`src/rtl/sync_arb_pkg.sv`:
```
`timescale 1ns/1ps
package sync_arb_pkg;
  typedef enum logic [1:0] {
    RSP_DONE = 2'b00,
    RSP_DIS  = 2'b01,
    RSP_MMF  = 2'b10
  } rsp_code_e;

  typedef enum logic {
    KIND_EXC = 1'b0,
    KIND_MEM = 1'b1
  } req_kind_e;

  typedef enum logic [1:0] {
    ST_IDLE,
    ST_WAIT,
    ST_RESP
  } arb_state_e;
endpackage

```
`src/rtl/sync_resolve.sv`:
```
`timescale 1ns/1ps
module sync_resolve
  import sync_arb_pkg::*;
#(
  parameter int SLOTS = 8
) (
  input  req_kind_e        kind_i,
  input  logic             pend_dis_i,
  input  logic             pend_mmf_i,
  input  logic [SLOTS-1:0] exc_poss_i,
  input  logic             mem_busy_i,
  output logic             done_o,
  output rsp_code_e        code_o
);
  localparam int LVLS = $clog2(SLOTS) + 1;
  localparam int PAD  = 1 << (LVLS - 1);

  // balanced OR tree over the slot bits
  logic [PAD-1:0] lvl [LVLS];
  assign lvl[0] = {{(PAD-SLOTS){1'b0}}, exc_poss_i};

  for (genvar l = 1; l < LVLS; l++) begin : g_lvl
    for (genvar n = 0; n < PAD; n++) begin : g_node
      if (n < (PAD >> l)) begin : g_or
        assign lvl[l][n] = lvl[l-1][2*n] | lvl[l-1][2*n+1];
      end else begin : g_zero
        assign lvl[l][n] = 1'b0;
      end
    end
  end

  logic any_poss;
  assign any_poss = lvl[LVLS-1][0];

  always_comb begin
    done_o = 1'b0;
    code_o = RSP_DONE;
    if (kind_i == KIND_MEM) begin
      done_o = !mem_busy_i;
    end else if (pend_dis_i) begin
      // disabled fault outranks memory-management fault
      done_o = 1'b1;
      code_o = RSP_DIS;
    end else if (pend_mmf_i) begin
      done_o = 1'b1;
      code_o = RSP_MMF;
    end else begin
      done_o = !any_poss;
    end
  end
endmodule

```
`src/rtl/sync_ctrl.sv`:
```
`timescale 1ns/1ps
module sync_ctrl
  import sync_arb_pkg::*;
#(
  parameter int          DATA_W    = 32,
  parameter logic [31:0] DONE_WORD = 32'h5EC0_0001
) (
  input  logic              clk_i,
  input  logic              rst_ni,
  input  logic              req_valid_i,
  input  req_kind_e         req_kind_i,
  input  logic              done_i,
  input  rsp_code_e         code_i,
  input  logic              rsp_ready_i,
  output logic              req_ready_o,
  output req_kind_e         kind_o,
  output logic              rsp_valid_o,
  output rsp_code_e         rsp_code_o,
  output logic [DATA_W-1:0] rsp_data_o
);
  arb_state_e        st_q, st_d;
  req_kind_e         kind_q, kind_d;
  rsp_code_e         code_q, code_d;
  logic [DATA_W-1:0] data_q, data_d;
  logic              resolve;

  assign req_ready_o = (st_q == ST_IDLE);
  assign rsp_valid_o = (st_q == ST_RESP);
  assign kind_o      = kind_q;
  assign rsp_code_o  = code_q;
  assign rsp_data_o  = data_q;

  assign resolve = done_i && ((st_q == ST_WAIT) || (st_q == ST_IDLE && req_valid_i));

  always_comb begin
    st_d   = st_q;
    kind_d = kind_q;
    code_d = code_q;
    data_d = data_q;
    case (st_q)
      ST_IDLE: if (req_valid_i) begin
        kind_d = req_kind_i;
        st_d   = ST_WAIT;
      end
      ST_RESP: if (rsp_ready_i) st_d = ST_IDLE;
      default: ;
    endcase
    if (resolve) begin
      st_d   = ST_RESP;
      code_d = code_i;
      data_d = (code_i == RSP_DONE) ? DONE_WORD[DATA_W-1:0] : '0;
    end
  end

  always_ff @(posedge clk_i or negedge rst_ni) begin
    if (!rst_ni) begin
      st_q   <= ST_IDLE;
      kind_q <= KIND_EXC;
      code_q <= RSP_DONE;
      data_q <= '0;
    end else begin
      st_q   <= st_d;
      kind_q <= kind_d;
      code_q <= code_d;
      data_q <= data_d;
    end
  end
endmodule

```
`src/rtl/sync_arbiter.sv`:
```
`timescale 1ns/1ps
module sync_arbiter
  import sync_arb_pkg::*;
#(
  parameter int          SLOTS     = 8,
  parameter int          DATA_W    = 32,
  parameter logic [31:0] DONE_WORD = 32'h5EC0_0001
) (
  input  logic              clk_i,
  input  logic              rst_ni,
  input  logic              req_valid_i,
  input  logic              req_kind_i,
  output logic              req_ready_o,
  input  logic              pend_dis_i,
  input  logic              pend_mmf_i,
  input  logic [SLOTS-1:0]  exc_poss_i,
  input  logic              mem_busy_i,
  output logic              rsp_valid_o,
  input  logic              rsp_ready_i,
  output logic [1:0]        rsp_code_o,
  output logic [DATA_W-1:0] rsp_data_o
);
  req_kind_e kind_q, eval_kind;
  rsp_code_e res_code, out_code;
  logic      res_done;

  // in idle the incoming kind is resolved in its accept cycle
  assign eval_kind = req_ready_o ? req_kind_e'(req_kind_i) : kind_q;

  sync_resolve #(.SLOTS(SLOTS)) u_resolve (
    .kind_i     (eval_kind),
    .pend_dis_i (pend_dis_i),
    .pend_mmf_i (pend_mmf_i),
    .exc_poss_i (exc_poss_i),
    .mem_busy_i (mem_busy_i),
    .done_o     (res_done),
    .code_o     (res_code)
  );

  sync_ctrl #(.DATA_W(DATA_W), .DONE_WORD(DONE_WORD)) u_ctrl (
    .clk_i       (clk_i),
    .rst_ni      (rst_ni),
    .req_valid_i (req_valid_i),
    .req_kind_i  (req_kind_e'(req_kind_i)),
    .done_i      (res_done),
    .code_i      (res_code),
    .rsp_ready_i (rsp_ready_i),
    .req_ready_o (req_ready_o),
    .kind_o      (kind_q),
    .rsp_valid_o (rsp_valid_o),
    .rsp_code_o  (out_code),
    .rsp_data_o  (rsp_data_o)
  );

  assign rsp_code_o = out_code;
endmodule

```
`config.mk`:
```
export PLATFORM = sky130hd
export DESIGN_NAME = sync_arbiter
export DESIGN_NICKNAME = d
export VERILOG_FILES = /design/src/rtl/sync_arb_pkg.sv /design/src/rtl/sync_resolve.sv /design/src/rtl/sync_ctrl.sv /design/src/rtl/sync_arbiter.sv
export SDC_FILE = /design/constraint.sdc
export NUM_CORES = 1
export LEC_CHECK = 0
export BUFFER_PORTS_ARGS = -buffer_cell sky130_fd_sc_hd__buf_4
export CORE_MARGIN = 2
export CORE_UTILIZATION = 39
export CTS_BUF_LIST = sky130_fd_sc_hd__clkbuf_8
export DETAILED_ROUTE_END_ITERATION = 10
export PLACE_DENSITY = 0.81
export SLEW_MARGIN = 10
export SYNTH_ARGS = -nofsm -noshare
export SYNTH_HDL_FRONTEND = slang
export SYNTH_SLANG_ARGS = --single-unit
```
`constraint.sdc`:
```
create_clock -name clk_i -period 2 [get_ports clk_i]
set_input_delay 0.1 -clock clk_i [delete_from_list [all_inputs] [get_ports clk_i]]
set_output_delay 0.1 -clock clk_i [all_outputs]
set_load 0.01 [all_outputs]
```
==> flow_summary.toml <==
[finish]
final_cells = 108
final_common_cell = "buf_4"
drive_gt1_share_pct = 41.3
antenna_cells = 0
final_cell_mix = "27 x buf_4, 24 x conb_1, 6 x dfrtp_1, 4 x o21ai_0"
fin_nets = 110
area_growth_pct = 18.8

[placed_design]
placed_cells = 104
place_congestion = 0.705
port_buffers = 27
hpwlAfterDp_um = 905

[route]
wirelength_um = 1040
wl_per_cell_um = 9.64
drt_iter0_drc = 2
ant_nets = 0
dr_total_vias = 464
dr.pass1.iters = 2
drc = 0
via_per_inst = 4.30

[global_routing]
grt_pass1_vias = 394
grt_pass1_wl_um = 1570
overflow = 0
grt.total_usage_pct = 11.0
grt_max_degree = 11
antenna_found_initial = 0

[setup_path]
worstPathArrival_ns = 1.68
path_depth = 4
crit_buf_inv = 0
max_stage_delay_ns = 0.48
crit_required_ns = 2.10
critical-path-top-delay-family = "compound AO/OA/AOI/OAI gates"
r2r_cells = 4
timing.rr.start = "u_ctrl.st_q[0]"
path_cells = "mux2_4 > a211oi_4 > o21ai_0 > a21o_1"
slowest_stage = "dfrtp_1"
critPathLaunchType = "flop"
crit_path_start = "u_ctrl.st_q[0]"
crit_type = "reg2reg"
r2r-end = "u_ctrl.rsp_code_o[0]"
r2r_setup_slack_ns = 0.42
cp_max_fo = 10
end_kind = "flop"
endpoint = "u_ctrl.rsp_code_o[0]"

[job]
drv_cap = 0

[min_path]
hold_path.class = "in2reg"

[floorplanning]
core_um2 = 1490
dieArea_um2 = 1920
initial_core_util_pct = 41.5
die_y_um = 43.8
ios = 52
rows = 14
die_w_um = 43.8

[sta]
hold_viol = 0
period_minus_slack_ns = 1.58
rsz0062_at_grt = "no"
slew_violations = 0
setup_viol = 0
tns_ns = 0
finClkSkew_ns = 0.00124
fmax_mhz = 633
fin_crit_sh_pct = 78.9

[clocking]
cts_tree = "done"
clock_sinks = 6
ctsHtreeMaxLevel = 1
cts_buffer_depth = 2
cts_resized = 0
cts.clk_slew.worst_paths_ns = 0.03
clk_latency_ns = 0.22
cts_buffers = 3
root_buffer = "clkbuf_8"

[run_status]
status = "finished, final reports clean"

[power_and_ir_drop]
max-vdd-ir-drop_mv = 0.484
power.density_nw_per_um2 = 1340
p_leak_uw = 0.000392

[synth]
synth_seq_cells = 6
synth_cell_types = 24
syn_area_per_cell_um2 = 8.83
syn_inst = 70
syn-cell-area_um2 = 618
ys_warn_count = 0
ys_seq_area_share_pct = 24.3
==> worst min path at each step <==
stage,start,endpoint,slack (ns),cells past startpoint
3_3_place_gp,rst_ni,u_ctrl.kind_o,-0.09,1
2_1_floorplan,rst_ni,u_ctrl.kind_o,-0.20,0
4_1_cts,req_kind_i,u_ctrl.kind_o,0.15,2
5_1_grt,req_kind_i,u_ctrl.kind_o,0.15,2
3_5_place_dp,rst_ni,u_ctrl.kind_o,-0.09,1
6_report,req_kind_i,u_ctrl.kind_o,0.15,2
==> worst register-to-register path: cells and delay by family (launching register included) <==
| family | cells | cell delay (ns) |
|---|---|---|
| DFF | 1 | 0.48 |
| muxes | 1 | 0.35 |
| AOI/OAI and AO/OA | 3 | 0.64 |
==> per-layer routing <==
layer | global-route usage (%) | part of all wire [%] | up-vias
met5 | 0 | 0 | -
met3 | 4.17 | 16 | 0
met2 | 17.1 | 48 | 34
li1 | - | - | 224
met1 | 12.6 | 36 | 206
met4 | 7.27 | 0 | 0
==> area by class of cell <==
class	instances	area [µm²]
tap	16	20.0
fill	152	754
clock buffer	3	41.3
inverter	2	7.51
multi-input combinational	53	303
timing repair buffer	28	213
sequential	6	150
==> cell families after synthesis <==
kind of cell,after synthesis,synth area share (%)
other,1,0.607
flip-flops,6,24.3
AO/OA/AOI/OAI,12,14.8
AND/OR/NAND/NOR,15,15.4
multiplexers,2,4.25
buffers and inverters,34,40.7
==> power breakdown <==
group | internal, µW | switching (µW) | total [µW]
Combinational | 293 | 247 | 540
Clock | 129 | 44.7 | 173
Sequential | 185 | 87.7 | 273
==> through the flow <==
step           utilization, %  setup WS [ns]  cell area [µm²]  total power (µW)  hold WS (ns)
6_report                 49.3          0.421              734               986         0.147
2_1_floorplan               -          0.546              704               712        -0.196
4_1_cts                  49.3          0.431              734              1000         0.145
3_3_place_gp             45.9          0.507              683               803       -0.0918
3_5_place_dp             45.9          0.438              683               820       -0.0903
5_1_grt                  49.3          0.329              734              1070         0.155
==> sequential cells by signal, indices dropped and copies added (netlist names) <==
signal / cells
u_ctrl.kind_o: 1
u_ctrl.rsp_code_o: 2
u_ctrl.rsp_data_o: 1
u_ctrl.st_q: 2
==> cells in the mapped netlist, drive strengths merged <==
master | instances | area share, %
and2b | 1 | 1.4
o221ai | 1 | 1.4
mux2 | 2 | 4.3
a21o | 1 | 1.2
or2b | 1 | 1.2
and4 | 1 | 1.4
nor2b | 1 | 1.0
o21a | 1 | 1.2
or2 | 1 | 1.0
nand2 | 3 | 1.8
buf | 32 | 39
or3b | 2 | 2.8
a211oi | 1 | 3.2
or4 | 2 | 2.4
dfrtp | 6 | 24
nor2 | 2 | 1.2
or3 | 1 | 1.0
inv | 2 | 1.2
conb | 1 | 0.61
o21ai | 4 | 3.2
a21oi | 3 | 2.4
o211ai | 1 | 2.0
==> repair_timing <==
action	4_1_cts	5_1_grt
buffers inserted	0	0
endpoints found under the hold margin	6	0
hold buffers	1	0
(Power assumes the default switching activity.)
